### config.mk
export PLATFORM = sky130hd
export DESIGN_NAME = sdram_cmd_guard
export DESIGN_NICKNAME = d
export VERILOG_FILES = /design/src/rtl/sdcg_pkg.sv /design/src/rtl/sdcg_decode.sv /design/src/rtl/sdcg_bank_track.sv /design/src/rtl/sdcg_rules.sv /design/src/rtl/sdram_cmd_guard.sv
export SDC_FILE = /design/constraint.sdc
export NUM_CORES = 1
export LEC_CHECK = 0
export BUFFER_PORTS_ARGS = -buffer_cell sky130_fd_sc_hd__buf_2
export CAP_MARGIN = 20
export CELL_PAD_IN_SITES_DETAIL_PLACEMENT = 0
export CELL_PAD_IN_SITES_GLOBAL_PLACEMENT = 1
export CORE_MARGIN = 2
export CORE_UTILIZATION = 50
export DETAILED_ROUTE_END_ITERATION = 8
export GPL_TIMING_DRIVEN = 0
export PLACE_DENSITY_LB_ADDON = 0.1
export SLEW_MARGIN = 20
export SYNTH_ARGS = -nofsm -noshare
export SYNTH_HDL_FRONTEND = slang
export SYNTH_SLANG_ARGS = --single-unit
### constraint.sdc
create_clock -name clk -period 4.8 [get_ports clk]
set_clock_uncertainty 0.2 [all_clocks]
set_input_delay 1.2 -clock clk [delete_from_list [all_inputs] [get_ports clk]]
set_output_delay 1.2 -clock clk [all_outputs]
set_load 0.02 [all_outputs]
### src/rtl/sdcg_pkg.sv
package sdcg_pkg;
  typedef enum logic [3:0] {
    K_DESEL = 4'd0, K_NOP = 4'd1, K_MODE = 4'd2, K_REFRESH = 4'd3,
    K_ACT = 4'd4, K_READ = 4'd5, K_WRITE = 4'd6, K_PRE = 4'd7,
    K_BSTOP = 4'd8, K_PDOWN = 4'd9
  } cmd_kind_e;

  localparam int ERR_W     = 9;
  localparam int E_MRD     = 0;
  localparam int E_STATE   = 1;
  localparam int E_MODEBSY = 2;
  localparam int E_REFBSY  = 3;
  localparam int E_RCD     = 4;
  localparam int E_RAS     = 5;
  localparam int E_ACTGAP  = 6;
  localparam int E_RRD     = 7;
  localparam int E_COL     = 8;

  function automatic int ps_to_cyc(input int ps, input int clk_ps);
    int c;
    c = (ps + clk_ps - 1) / clk_ps;
    return (c < 1) ? 1 : c;
  endfunction
endpackage

### src/rtl/sdcg_decode.sv
module sdcg_decode
  import sdcg_pkg::*;
(
  input  logic      cke,
  input  logic      cs_n,
  input  logic      ras_n,
  input  logic      cas_n,
  input  logic      we_n,
  output cmd_kind_e kind
);
  always_comb begin
    if (!cke)      kind = K_PDOWN;
    else if (cs_n) kind = K_DESEL;
    else begin
      case ({ras_n, cas_n, we_n})
        3'b000:  kind = K_MODE;
        3'b001:  kind = K_REFRESH;
        3'b011:  kind = K_ACT;
        3'b101:  kind = K_READ;
        3'b100:  kind = K_WRITE;
        3'b110:  kind = K_BSTOP;
        3'b010:  kind = K_PRE;
        default: kind = K_NOP;
      endcase
    end
  end
endmodule

### src/rtl/sdcg_bank_track.sv
module sdcg_bank_track #(
  parameter int TW    = 6,
  parameter int RCD_L = 2,
  parameter int RAS_L = 5,
  parameter int RC_L  = 8
) (
  input  logic          clk,
  input  logic          rst_n,
  input  logic          act_i,
  input  logic          close_i,
  input  logic [TW-1:0] close_gap_i,
  input  logic          hold_i,
  input  logic [TW-1:0] hold_gap_i,
  output logic          open_o,
  output logic          rcd_ok_o,
  output logic          ras_ok_o,
  output logic          act_ok_o
);
  localparam logic [TW-1:0] RCD_V = TW'(RCD_L);
  localparam logic [TW-1:0] RAS_V = TW'(RAS_L);
  localparam logic [TW-1:0] RC_V  = TW'(RC_L);

  logic          open_q;
  logic [TW-1:0] rcd_q, ras_q, act_q;
  logic [TW-1:0] rcd_dn, ras_dn, act_dn, act_nx;

  assign rcd_dn = (rcd_q == '0) ? '0 : rcd_q - 1'b1;
  assign ras_dn = (ras_q == '0) ? '0 : ras_q - 1'b1;
  assign act_dn = (act_q == '0) ? '0 : act_q - 1'b1;

  always_comb begin
    act_nx = act_dn;
    if (act_i)                               act_nx = RC_V;
    else if (close_i && close_gap_i > act_dn) act_nx = close_gap_i;
    else if (hold_i && hold_gap_i > act_dn)   act_nx = hold_gap_i;
  end

  always_ff @(posedge clk) begin
    if (!rst_n) begin
      open_q <= 1'b0;
      rcd_q  <= '0;
      ras_q  <= '0;
      act_q  <= '0;
    end else begin
      if (act_i)        open_q <= 1'b1;
      else if (close_i) open_q <= 1'b0;
      rcd_q <= act_i ? RCD_V : rcd_dn;
      ras_q <= act_i ? RAS_V : ras_dn;
      act_q <= act_nx;
    end
  end

  assign open_o   = open_q;
  assign rcd_ok_o = (rcd_q == '0);
  assign ras_ok_o = (ras_q == '0);
  assign act_ok_o = (act_q == '0);
endmodule

### src/rtl/sdcg_rules.sv
module sdcg_rules
  import sdcg_pkg::*;
#(
  parameter int NBANK = 4,
  parameter int BA_W  = 2
) (
  input  cmd_kind_e        kind,
  input  logic [BA_W-1:0]  ba,
  input  logic             ap,
  input  logic [NBANK-1:0] open_v,
  input  logic [NBANK-1:0] rcd_ok,
  input  logic [NBANK-1:0] ras_ok,
  input  logic [NBANK-1:0] act_ok,
  input  logic             mrd_busy,
  input  logic             rrd_busy,
  input  logic             ccd_busy,
  input  logic             wtr_busy,
  output logic [ERR_W-1:0] err_code,
  output logic [BA_W-1:0]  err_bank
);
  logic [ERR_W-1:0]  raw;
  logic [BA_W-1:0]   rule_bank [ERR_W];
  logic [NBANK-1:0]  ras_bad;
  logic [BA_W-1:0]   low_open, low_ras;
  logic              is_col, exempt;

  assign is_col = (kind == K_READ) || (kind == K_WRITE);
  assign exempt = (kind == K_NOP) || (kind == K_DESEL) || (kind == K_PDOWN);

  always_comb begin
    ras_bad = '0;
    for (int i = 0; i < NBANK; i++)
      ras_bad[i] = open_v[i] && !ras_ok[i] && (ap || (ba == BA_W'(i)));
  end

  always_comb begin
    low_open = '0;
    low_ras  = '0;
    for (int i = NBANK - 1; i >= 0; i--) begin
      if (open_v[i])  low_open = BA_W'(i);
      if (ras_bad[i]) low_ras  = BA_W'(i);
    end
  end

  always_comb begin
    raw = '0;
    for (int r = 0; r < ERR_W; r++) rule_bank[r] = ba;
    raw[E_MRD]     = mrd_busy && !exempt;
    raw[E_STATE]   = (is_col && !open_v[ba]) || ((kind == K_ACT) && open_v[ba]);
    raw[E_MODEBSY] = (kind == K_MODE) && (|open_v);
    raw[E_REFBSY]  = (kind == K_REFRESH) && (|open_v);
    raw[E_RCD]     = is_col && open_v[ba] && !rcd_ok[ba];
    raw[E_RAS]     = (kind == K_PRE) && (|ras_bad);
    raw[E_ACTGAP]  = (kind == K_ACT) && !act_ok[ba];
    raw[E_RRD]     = (kind == K_ACT) && rrd_busy;
    raw[E_COL]     = (is_col && ccd_busy) || ((kind == K_READ) && wtr_busy);
    rule_bank[E_MODEBSY] = low_open;
    rule_bank[E_REFBSY]  = low_open;
    rule_bank[E_RAS]     = low_ras;
  end

  always_comb begin
    err_code = '0;
    err_bank = '0;
    for (int r = ERR_W - 1; r >= 0; r--) begin
      if (raw[r]) begin
        err_code    = '0;
        err_code[r] = 1'b1;
        err_bank    = rule_bank[r];
      end
    end
  end
endmodule

### src/rtl/sdram_cmd_guard.sv
module sdram_cmd_guard
  import sdcg_pkg::*;
#(
  parameter int CLK_PS    = 7500,
  parameter int RCD_PS    = 20000,
  parameter int RP_PS     = 20000,
  parameter int RRD_PS    = 15000,
  parameter int RAS_PS    = 45000,
  parameter int RC_PS     = 65000,
  parameter int WR_PS     = 15000,
  parameter int RFC_PS    = 75000,
  parameter int MRD_CYC   = 2,
  parameter int CCD_CYC   = 1,
  parameter int WTR_CYC   = 1,
  parameter int BURST_CYC = 2,
  parameter int NBANK     = 4,
  parameter int BA_W      = $clog2(NBANK)
) (
  input  logic             clk,
  input  logic             rst_n,
  input  logic             cke,
  input  logic             cs_n,
  input  logic             ras_n,
  input  logic             cas_n,
  input  logic             we_n,
  input  logic [BA_W-1:0]  ba,
  input  logic             ap,
  output logic [3:0]       cmd_kind,
  output logic [NBANK-1:0] bank_open,
  output logic             err_valid,
  output logic [ERR_W-1:0] err_code,
  output logic [BA_W-1:0]  err_bank
);
  localparam int RCD_C = ps_to_cyc(RCD_PS, CLK_PS);
  localparam int RP_C  = ps_to_cyc(RP_PS, CLK_PS);
  localparam int RRD_C = ps_to_cyc(RRD_PS, CLK_PS);
  localparam int RAS_C = ps_to_cyc(RAS_PS, CLK_PS);
  localparam int RC_C  = ps_to_cyc(RC_PS, CLK_PS);
  localparam int WR_C  = ps_to_cyc(WR_PS, CLK_PS);
  localparam int RFC_C = ps_to_cyc(RFC_PS, CLK_PS);
  localparam int TW    = $clog2(RFC_C + RC_C + RAS_C + BURST_CYC + WR_C + RP_C
                                + MRD_CYC + CCD_CYC + WTR_CYC + RRD_C + 2);
  localparam logic [TW-1:0] MRD_L  = TW'(MRD_CYC - 1);
  localparam logic [TW-1:0] RRD_L  = TW'(RRD_C - 1);
  localparam logic [TW-1:0] CCD_L  = TW'(CCD_CYC - 1);
  localparam logic [TW-1:0] WTR_L  = TW'(BURST_CYC + WTR_CYC - 1);
  localparam logic [TW-1:0] PRE_G  = TW'(RP_C - 1);
  localparam logic [TW-1:0] RDAP_G = TW'(BURST_CYC + RP_C - 1);
  localparam logic [TW-1:0] WRAP_G = TW'(BURST_CYC + WR_C + RP_C - 1);
  localparam logic [TW-1:0] RFC_G  = TW'(RFC_C - 1);

  cmd_kind_e        kind;
  logic [ERR_W-1:0] code_c;
  logic [BA_W-1:0]  bank_c;
  logic             accept;
  logic [NBANK-1:0] open_v, rcd_ok, ras_ok, act_ok;
  logic [TW-1:0]    mrd_q, rrd_q, ccd_q, wtr_q;
  logic [TW-1:0]    close_gap;
  logic             is_col;

  sdcg_decode u_dec (
    .cke(cke), .cs_n(cs_n), .ras_n(ras_n), .cas_n(cas_n), .we_n(we_n),
    .kind(kind)
  );

  sdcg_rules #(.NBANK(NBANK), .BA_W(BA_W)) u_rules (
    .kind(kind), .ba(ba), .ap(ap), .open_v(open_v), .rcd_ok(rcd_ok),
    .ras_ok(ras_ok), .act_ok(act_ok),
    .mrd_busy(mrd_q != '0), .rrd_busy(rrd_q != '0),
    .ccd_busy(ccd_q != '0), .wtr_busy(wtr_q != '0),
    .err_code(code_c), .err_bank(bank_c)
  );

  assign accept = (code_c == '0);
  assign is_col = (kind == K_READ) || (kind == K_WRITE);

  always_comb begin
    close_gap = PRE_G;
    if (kind == K_READ)  close_gap = RDAP_G;
    if (kind == K_WRITE) close_gap = WRAP_G;
  end

  for (genvar g = 0; g < NBANK; g++) begin : g_bank
    logic hit, act_g, close_g;
    assign hit     = (ba == BA_W'(g));
    assign act_g   = accept && (kind == K_ACT) && hit;
    assign close_g = accept && open_v[g] &&
                     (((kind == K_PRE) && (ap || hit)) || (is_col && ap && hit));
    sdcg_bank_track #(
      .TW(TW), .RCD_L(RCD_C - 1), .RAS_L(RAS_C - 1), .RC_L(RC_C - 1)
    ) u_trk (
      .clk(clk), .rst_n(rst_n), .act_i(act_g), .close_i(close_g),
      .close_gap_i(close_gap), .hold_i(accept && (kind == K_REFRESH)),
      .hold_gap_i(RFC_G), .open_o(open_v[g]), .rcd_ok_o(rcd_ok[g]),
      .ras_ok_o(ras_ok[g]), .act_ok_o(act_ok[g])
    );
  end

  always_ff @(posedge clk) begin
    if (!rst_n) begin
      mrd_q <= '0; rrd_q <= '0; ccd_q <= '0; wtr_q <= '0;
      cmd_kind  <= K_DESEL;
      err_valid <= 1'b0;
      err_code  <= '0;
      err_bank  <= '0;
    end else begin
      mrd_q <= (accept && kind == K_MODE)  ? MRD_L : (mrd_q == '0 ? '0 : mrd_q - 1'b1);
      rrd_q <= (accept && kind == K_ACT)   ? RRD_L : (rrd_q == '0 ? '0 : rrd_q - 1'b1);
      ccd_q <= (accept && is_col)          ? CCD_L : (ccd_q == '0 ? '0 : ccd_q - 1'b1);
      wtr_q <= (accept && kind == K_WRITE) ? WTR_L : (wtr_q == '0 ? '0 : wtr_q - 1'b1);
      cmd_kind  <= kind;
      err_valid <= !accept;
      err_code  <= code_c;
      err_bank  <= bank_c;
    end
  end

  assign bank_open = open_v;
endmodule

### After elaboration in Yosys (flattened, before gate mapping)

Index checks and enable logic that the tools add are counted.

* $add $sub $neg: 16
* order comparisons: 9
* equal/unequal tests: 17
* multiplexer cells: 83
* bitwise gates (word level): 1
* reductions and logical operators: 122

Operators by type and width (number)
* $logic_not A6 Y1: 16
* $sub A6 B1 Y6 const B: 16
* $mux W9: 9
* $mux W6: 13
* $logic_and A1 B1 Y1: 54
* $mux W2: 27
* $reduce_or A3 Y1: 12
* $pmux W4 S7: 1
* $mux W3: 9
* $gt A4 B6 Y1 const A: 4
* $gt A6 B6 Y1: 4
* $mux W4: 6
* $reduce_bool A6 Y1: 4
* $eq A4 B3 Y1 const B: 4
* $mux W1: 15
* $logic_or A1 B1 Y1: 13
* $eq A3 B3 Y1 const B: 3
* $logic_not A1 Y1: 9
* $logic_not A9 Y1: 1
* $eq A4 B2 Y1 const B: 2
* $reduce_bool A2 Y1: 4
* $reduce_or A2 Y1: 4
* $reduce_or A4 Y1: 2
* $bmux W1 S2: 3
* other kinds (11): 13

* register bits: 116
* input bits: 10
* output and inout bits: 20
* logic and storage cells: 287

### Longest topological paths before layout

* depth after elaboration: 23
* depth in mapped cells: 12
* depth with buffers taken out: 12

### Modules after synthesis

Synthesis repeated with hierarchy kept, for this count alone.

* cells, all modules: 880
* area, all modules: 7453.4 µm²

Modules (own cells, without submodules)
* sdcg_bank_track at g_bank[1].u_trk ...: instances 2, cells each 151, area an instance 1283.7 µm², seq. area each 380.4 µm²
* sdcg_bank_track at g_bank[0].u_trk ...: instances 2, cells each 151, area an instance 1282.5 µm², seq. area each 380.4 µm²
* sdram_cmd_guard: instances 1, cells each 185, area an instance 1695.4 µm², seq. area each 800.8 µm²
* sdcg_rules: instances 1, cells each 77, area an instance 514.2 µm², seq. area each 0.0 µm²
* sdcg_decode: instances 1, cells each 14, area an instance 111.4 µm², seq. area each 0.0 µm²

### Worst setup path before layout

No wires, ideal clock.

* path kind: input-to-reg
* start point: input port ras_n
* end point: register g_bank[0].u_trk.act_q[1]
* setup time: 0.070 ns
* data arrival time: 3.396 ns
* data required time: 4.530 ns
* path slack: 1.134 ns
* stages on the path: 11
* path buffers: 1
* cells stage by stage: clkbuf_1 > nand4bb_1 > clkinv_1 > nand2_1 > ha_1 > a21oi_1 > a31oi_1 > and4_1 > and3_1 > or3b_1 > a21oi_1

* cells in the longest elaborated chain, start to end: 22
* elaborated cells on any way between the ends: 64
* those cells by class: order compare: 1; eq/ne: 14; mux: 16; reduce/logical: 33

RTL lines
* start, declared: line sdram_cmd_guard.sv:23 `input logic ras_n,`
* $eq A3 B2 Y1 (tied with other cells): line sdcg_decode.sv:15 `case ({ras_n, cas_n, we_n})`
* $pmux W4 S7 *: line sdcg_decode.sv:15
* $mux W4 *: line sdcg_decode.sv:13 `else if (cs_n) kind = K_DESEL;`
* $mux W4 *: line sdcg_decode.sv:12 `if (!cke) kind = K_PDOWN;`
* $eq A4 B3 Y1, on equally long branches
* $logic_or A1 B1 Y1: line sdcg_rules.sv:27, sdram_cmd_guard.sv:75
* $logic_and A1 B1 Y1: line sdcg_rules.sv:56 `raw[E_COL] = (is_col && ccd_busy) || ((kind == K_READ) && wtr_busy);`
* $logic_or A1 B1 Y1: line sdcg_rules.sv:56
* $mux W9 (9 in series): line sdcg_rules.sv:66 `if (raw[r]) begin`
* $logic_not A9 Y1: line sdram_cmd_guard.sv:74 `assign accept = (code_c == '0);`
* $logic_and A1 B1 Y1, on equally long branches: line sdram_cmd_guard.sv:93, sdram_cmd_guard.sv:87
* $logic_and A1 B1 Y1, on equally long branches: line sdcg_bank_track.sv:35, sdram_cmd_guard.sv:87
* $mux W6 or $logic_and A1 B1 Y1 (tied branches): line sdcg_bank_track.sv:35, sdcg_bank_track.sv:34
* $mux W6: line sdcg_bank_track.sv:34 `else if (close_i && close_gap_i > act_dn) act_nx = close_gap_i;`
* end signal, assigned: line sdcg_bank_track.sv:49 `act_q <= act_nx;`
* end, declared: line sdcg_bank_track.sv:24 `logic [TW-1:0] rcd_q, ras_q, act_q;`

Mark *: on every way between the ends. The rest lies on a longest branch, timed or not.
A chain may end at the register's enable or synchronous reset.

### Worst setup path after layout

* start point: input port ras_n
* end point: register g_bank[0].u_trk.ras_q[2]

* cells in the longest elaborated chain, start to end: 21
* elaborated cells on any way between the ends: 50
* those cells by class: eq/ne: 14; mux: 13; reduce/logical: 23

RTL lines
* $eq A3 B2 Y1 (tied with other cells): line sdcg_decode.sv:15
* $pmux W4 S7 *: line sdcg_decode.sv:15
* $mux W4 *: line sdcg_decode.sv:13
* $mux W4 *: line sdcg_decode.sv:12
* $eq A4 B3 Y1, on equally long branches: line sdcg_rules.sv:27, sdcg_rules.sv:56
* $logic_or A1 B1 Y1: line sdcg_rules.sv:27 `assign is_col = (kind == K_READ) || (kind == K_WRITE);`
* $logic_and A1 B1 Y1: line sdcg_rules.sv:56
* $logic_or A1 B1 Y1: line sdcg_rules.sv:56
* $mux W9 (9 in series): line sdcg_rules.sv:66
* $logic_not A9 Y1: line sdram_cmd_guard.sv:74
* $logic_and A1 B1 Y1 * (2 in series): line sdram_cmd_guard.sv:86 `assign act_g = accept && (kind == K_ACT) && hit;`
* $mux W3 *: line sdcg_bank_track.sv:48 `ras_q <= act_i ? RAS_V : ras_dn;`
* end signal, assigned: line sdcg_bank_track.sv:48
* end, declared: line sdcg_bank_track.sv:24

Marks and branches as above.

==> results.md <==
* Outcome: finished, final reports clean
* Hold Path Sink: g_bank[3].u_trk.rcd_q[0]
* Avg Cell Area, Syn at 8.44 sq um
* Die height at 116 um
* Slew HR at 48.2%
* Final setup fails at 0
* Fillers at 1115
* Initial antenna violation count at 0
* Reg2Reg Capture Point: g_bank[0].u_trk.ras_q[2]
* Crit-path cells: buf_2 > clkbuf_1 > nand4bb_1 > clkinv_1 > o21ai_0 > o221a_2 > nand4_4 > buf_4 > nor2_1 > o21a_1
* Worst-margin pin slew at 0.777 ns
* Hold path start: g_bank[3].u_trk.rcd_q[0]
* # rows at 40
* CP Data Required Time at 4.96 ns
* CP top delay family: buffers and inverters
* Yosys top cell area share at 37.0%
* Initial core utilization at 51.8%
* CORE AREA at 0.0121 sq mm
* CTS Buf Count at 17
* DIE AREA at 0.0135 sq mm
* Synthesized Nets at 785
* Setup TNS at 0 ns
* Ys flop type: dfxtp_1
* H-tree depth at 4
* Number of gates resized after cts at 0
* Area growth syn-to-layout at 14.9%
* Int Power at 0.00319 W
* Min-Delay Path Class: flop to flop
* Vias at 5445
* Final Hold Viols at 0
* Vias per inst at 5.63
* Distinct cells, synth at 74
* Hold Buf Count CTS at 0
* R2r setup slk at 1.11 ns
* Pwr Total at 0.00517 W
* Worst VDD drop at 0.387 mV
* PwrDens at 716 mW/mm^2
* Placed Cells at 937
* DR WL/cell at 15.8 um
* First-pass GRT wire length at 25400 um
* Max cap viols at 0
* DRT Pass-1 Iters at 5
* CP arrival at 4.25 ns
* Hold slack at 0.239 ns
* Nets at 829
* Min Tclk post-route at 4.09 ns
* Vias in the first global route at 5359
* Routed Antenna Nets at 0
* Tcrit/Tclk final at 85.2%
* Dpl hpwl at 11500 um
* Crit path capture type: flop
* Startpoint Class: input port
* Non-filler cells, final at 968
* N_diodes at 0
* Net Sw Power at 0.00198 W
* EDFF count, synth at 0
* Mapped Area at 0.00628 sq mm
* Detailed Route WL at 15300 um
* Clock power frac at 24.7%
* Largest net degree at the start of global routing at 17
* Asr flop ratio synth at 0%
* Clk sink count at 116
* Seq/Total Area, Yosys at 37.0%
* GRT overflow at 0
* Sw Ratio at 38.2%
* GP Congestion at 0.849
* Largest area contributor in the netlist: dfxtp_1
* CP bufs+invs at 4
* Leakage power at 2.96 nW
* Pins Over Slew Limit at 0
* CTS tree: built
* Max frequency at 245 MHz
* Sequential Power Share at 29.9%
* Remaining routing DRC violations at 0
* CTS root buf: clkbuf_16
* Clock buffer depth at 2
* Seq cells post-synth at 116
* Synthesized instance count at 744
* Unrepaired setup endpoints after global routing: false
* Critical path fanouts, max at 11
* Hold path cells at 1
* Worst r2r src: g_bank[3].u_trk.ras_q[0]
* Die X at 116 um
* Clock Pin Slew Worst Setup and Hold Paths at 0.05 ns
* GRT Util Overall at 24.3%
* Buffers on Ports at 25
* Synth top area cells: dfxtp_1 37%, nor2_1 7.0%, ha_1 6.2%, xnor2_1 4.3%, a21oi_1 3.3%
* Latest clock arrival within the worst-skew pair at 0.42 ns
* Reg2reg path depth at 10
* Initial DRC Count at 346
* Warnings from Yosys at 0
* CP max-delay cell: clkinv_1
* Layout Utilization at 59.6%
* Comb pwr share at 45.4%
* Max stage delay on crit path at 0.49 ns
* Share of layout cells above drive strength 1 at 12.0%
* # Post-CTS Setup Buffers at 0
* CP Class: input port to flop
* IO Pins at 30
cells by family (layout without fill, tap and decap cells):
group / count (synthesis) / after routing / share of synthesized area, %
compound gates: 147 / 147 / 17.2
xor+xnor: 52 / 52 / 7.25
fa+ha+maj: 32 / 32 / 6.34
simple gates: 312 / 312 / 24.9
buf+inv: 73 / 129 / 4.70
mux: 12 / 12 / 2.53
flops: 116 / 116 / 37.0
cell type report:
type	count	area, sq um	area share, %
Sequential cell	116	2320	32.2
Clock inverter	9	128	1.77
Multi-Input combinational cell	555	3660	50.7
Buffer	27	123	1.70
Timing Repair Buffer	25	125	1.73
Clock buffer	22	474	6.57
Inverter	46	173	2.39
Tap cell	168	210	2.91
through the flow:
stage	instance area, sq um	worst slack [ns]
after floorplan	6280	1.13
after global placement	6610	0.379
after detailed placement	6610	0.332
after CTS	7220	0.773
final	7220	0.711
after global routing	7220	0.524
registers in the layout (all words and copies together), names as in the netlist, 6 cells and up:
| signal | flops |
|---|---|
| rrd_q | 6 |
| ccd_q | 6 |
| wtr_q | 6 |
| g_bank.u_trk.act_q | 24 |
| err_code | 9 |
| g_bank.u_trk.ras_q | 24 |
| mrd_q | 6 |
| g_bank.u_trk.rcd_q | 24 |
layer usage:
layer / up-vias / track usage (%) / wire length (um)
met3: 30 / 6.59 / 749
met4: 0 / 8.97 / 311
met2: 124 / 41.4 / 7310
met5: - / 0 / 0
met1: 2583 / 29.4 / 6950
li1: 2708 / - / -
cell usage after synthesis, types with 3 or more instances:
| master | count |
|---|---|
| nor2_1 | 117 |
| dfxtp_1 | 116 |
| nand2_1 | 48 |
| inv_1 | 45 |
| a21oi_1 | 41 |
| nor3_1 | 33 |
| ha_1 | 31 |
| xnor2_1 | 31 |
| xor2_1 | 21 |
| clkbuf_1 | 19 |
| or3_1 | 17 |
| o21a_1 | 16 |
| o21ai_0 | 16 |
| nand2b_1 | 15 |
| nand3_1 | 13 |
| nor2b_1 | 10 |
| mux2i_1 | 8 |
| a31oi_1 | 7 |
| nor3b_1 | 7 |
| nor4_1 | 7 |
| o31ai_1 | 7 |
| or4_1 | 7 |
| and2_1 | 6 |
| o211ai_1 | 6 |
| a211oi_1 | 5 |
| buf_4 | 5 |
| o211ai_2 | 5 |
| o31a_1 | 5 |
| or2_2 | 5 |
| or3b_2 | 5 |
| and3_1 | 4 |
| nand4_1 | 4 |
| or3b_1 | 4 |
| a21o_1 | 3 |
| mux4_2 | 3 |
| o311a_1 | 3 |
| o311ai_2 | 3 |
layout by cell type, fill, tap and decap left out, drive strengths merged, types with 4 or more instances in the layout:
cell type    n
nor2       117
dfxtp      116
nand2       48
inv         45
a21oi       41
clkbuf      41
nor3        34
buf         33
xnor2       31
ha          31
xor2        21
o21ai       19
or3         17
o21a        16
nand2b      15
nand3       13
o211ai      11
nor2b       10
or3b         9
mux2i        8
o31ai        8
nor3b        7
a31oi        7
nor4         7
or4          7
and2         6
or2          5
o31a         5
a211oi       5
nand4        5
and3         4
clkinv       4
worst max-delay path by stage:
stage	startpoint	endpoint	slack, ns	depth (start not counted)
global route	ras_n	g_bank[0].u_trk.ras_q[0]	0.52	10
floorplan	ras_n	g_bank[0].u_trk.act_q[1]	1.13	11
finish	ras_n	g_bank[0].u_trk.ras_q[2]	0.71	10
detailed placement	ras_n	g_bank[0].u_trk.ras_q[2]	0.33	10
global placement	ras_n	g_bank[0].u_trk.ras_q[2]	0.38	10
CTS	ras_n	g_bank[0].u_trk.ras_q[2]	0.77	10
power by group through the flow:
stage / clock (W) / sequential [W] / combinational (W)
floorplan: 0 / 0.00151 / 0.00190
global placement: 0 / 0.00154 / 0.00226
detailed placement: 0 / 0.00156 / 0.00232
CTS: 0.00130 / 0.00154 / 0.00235
global route: 0.00135 / 0.00159 / 0.00268
finish: 0.00128 / 0.00154 / 0.00235
(Power assumes the default switching activity.)
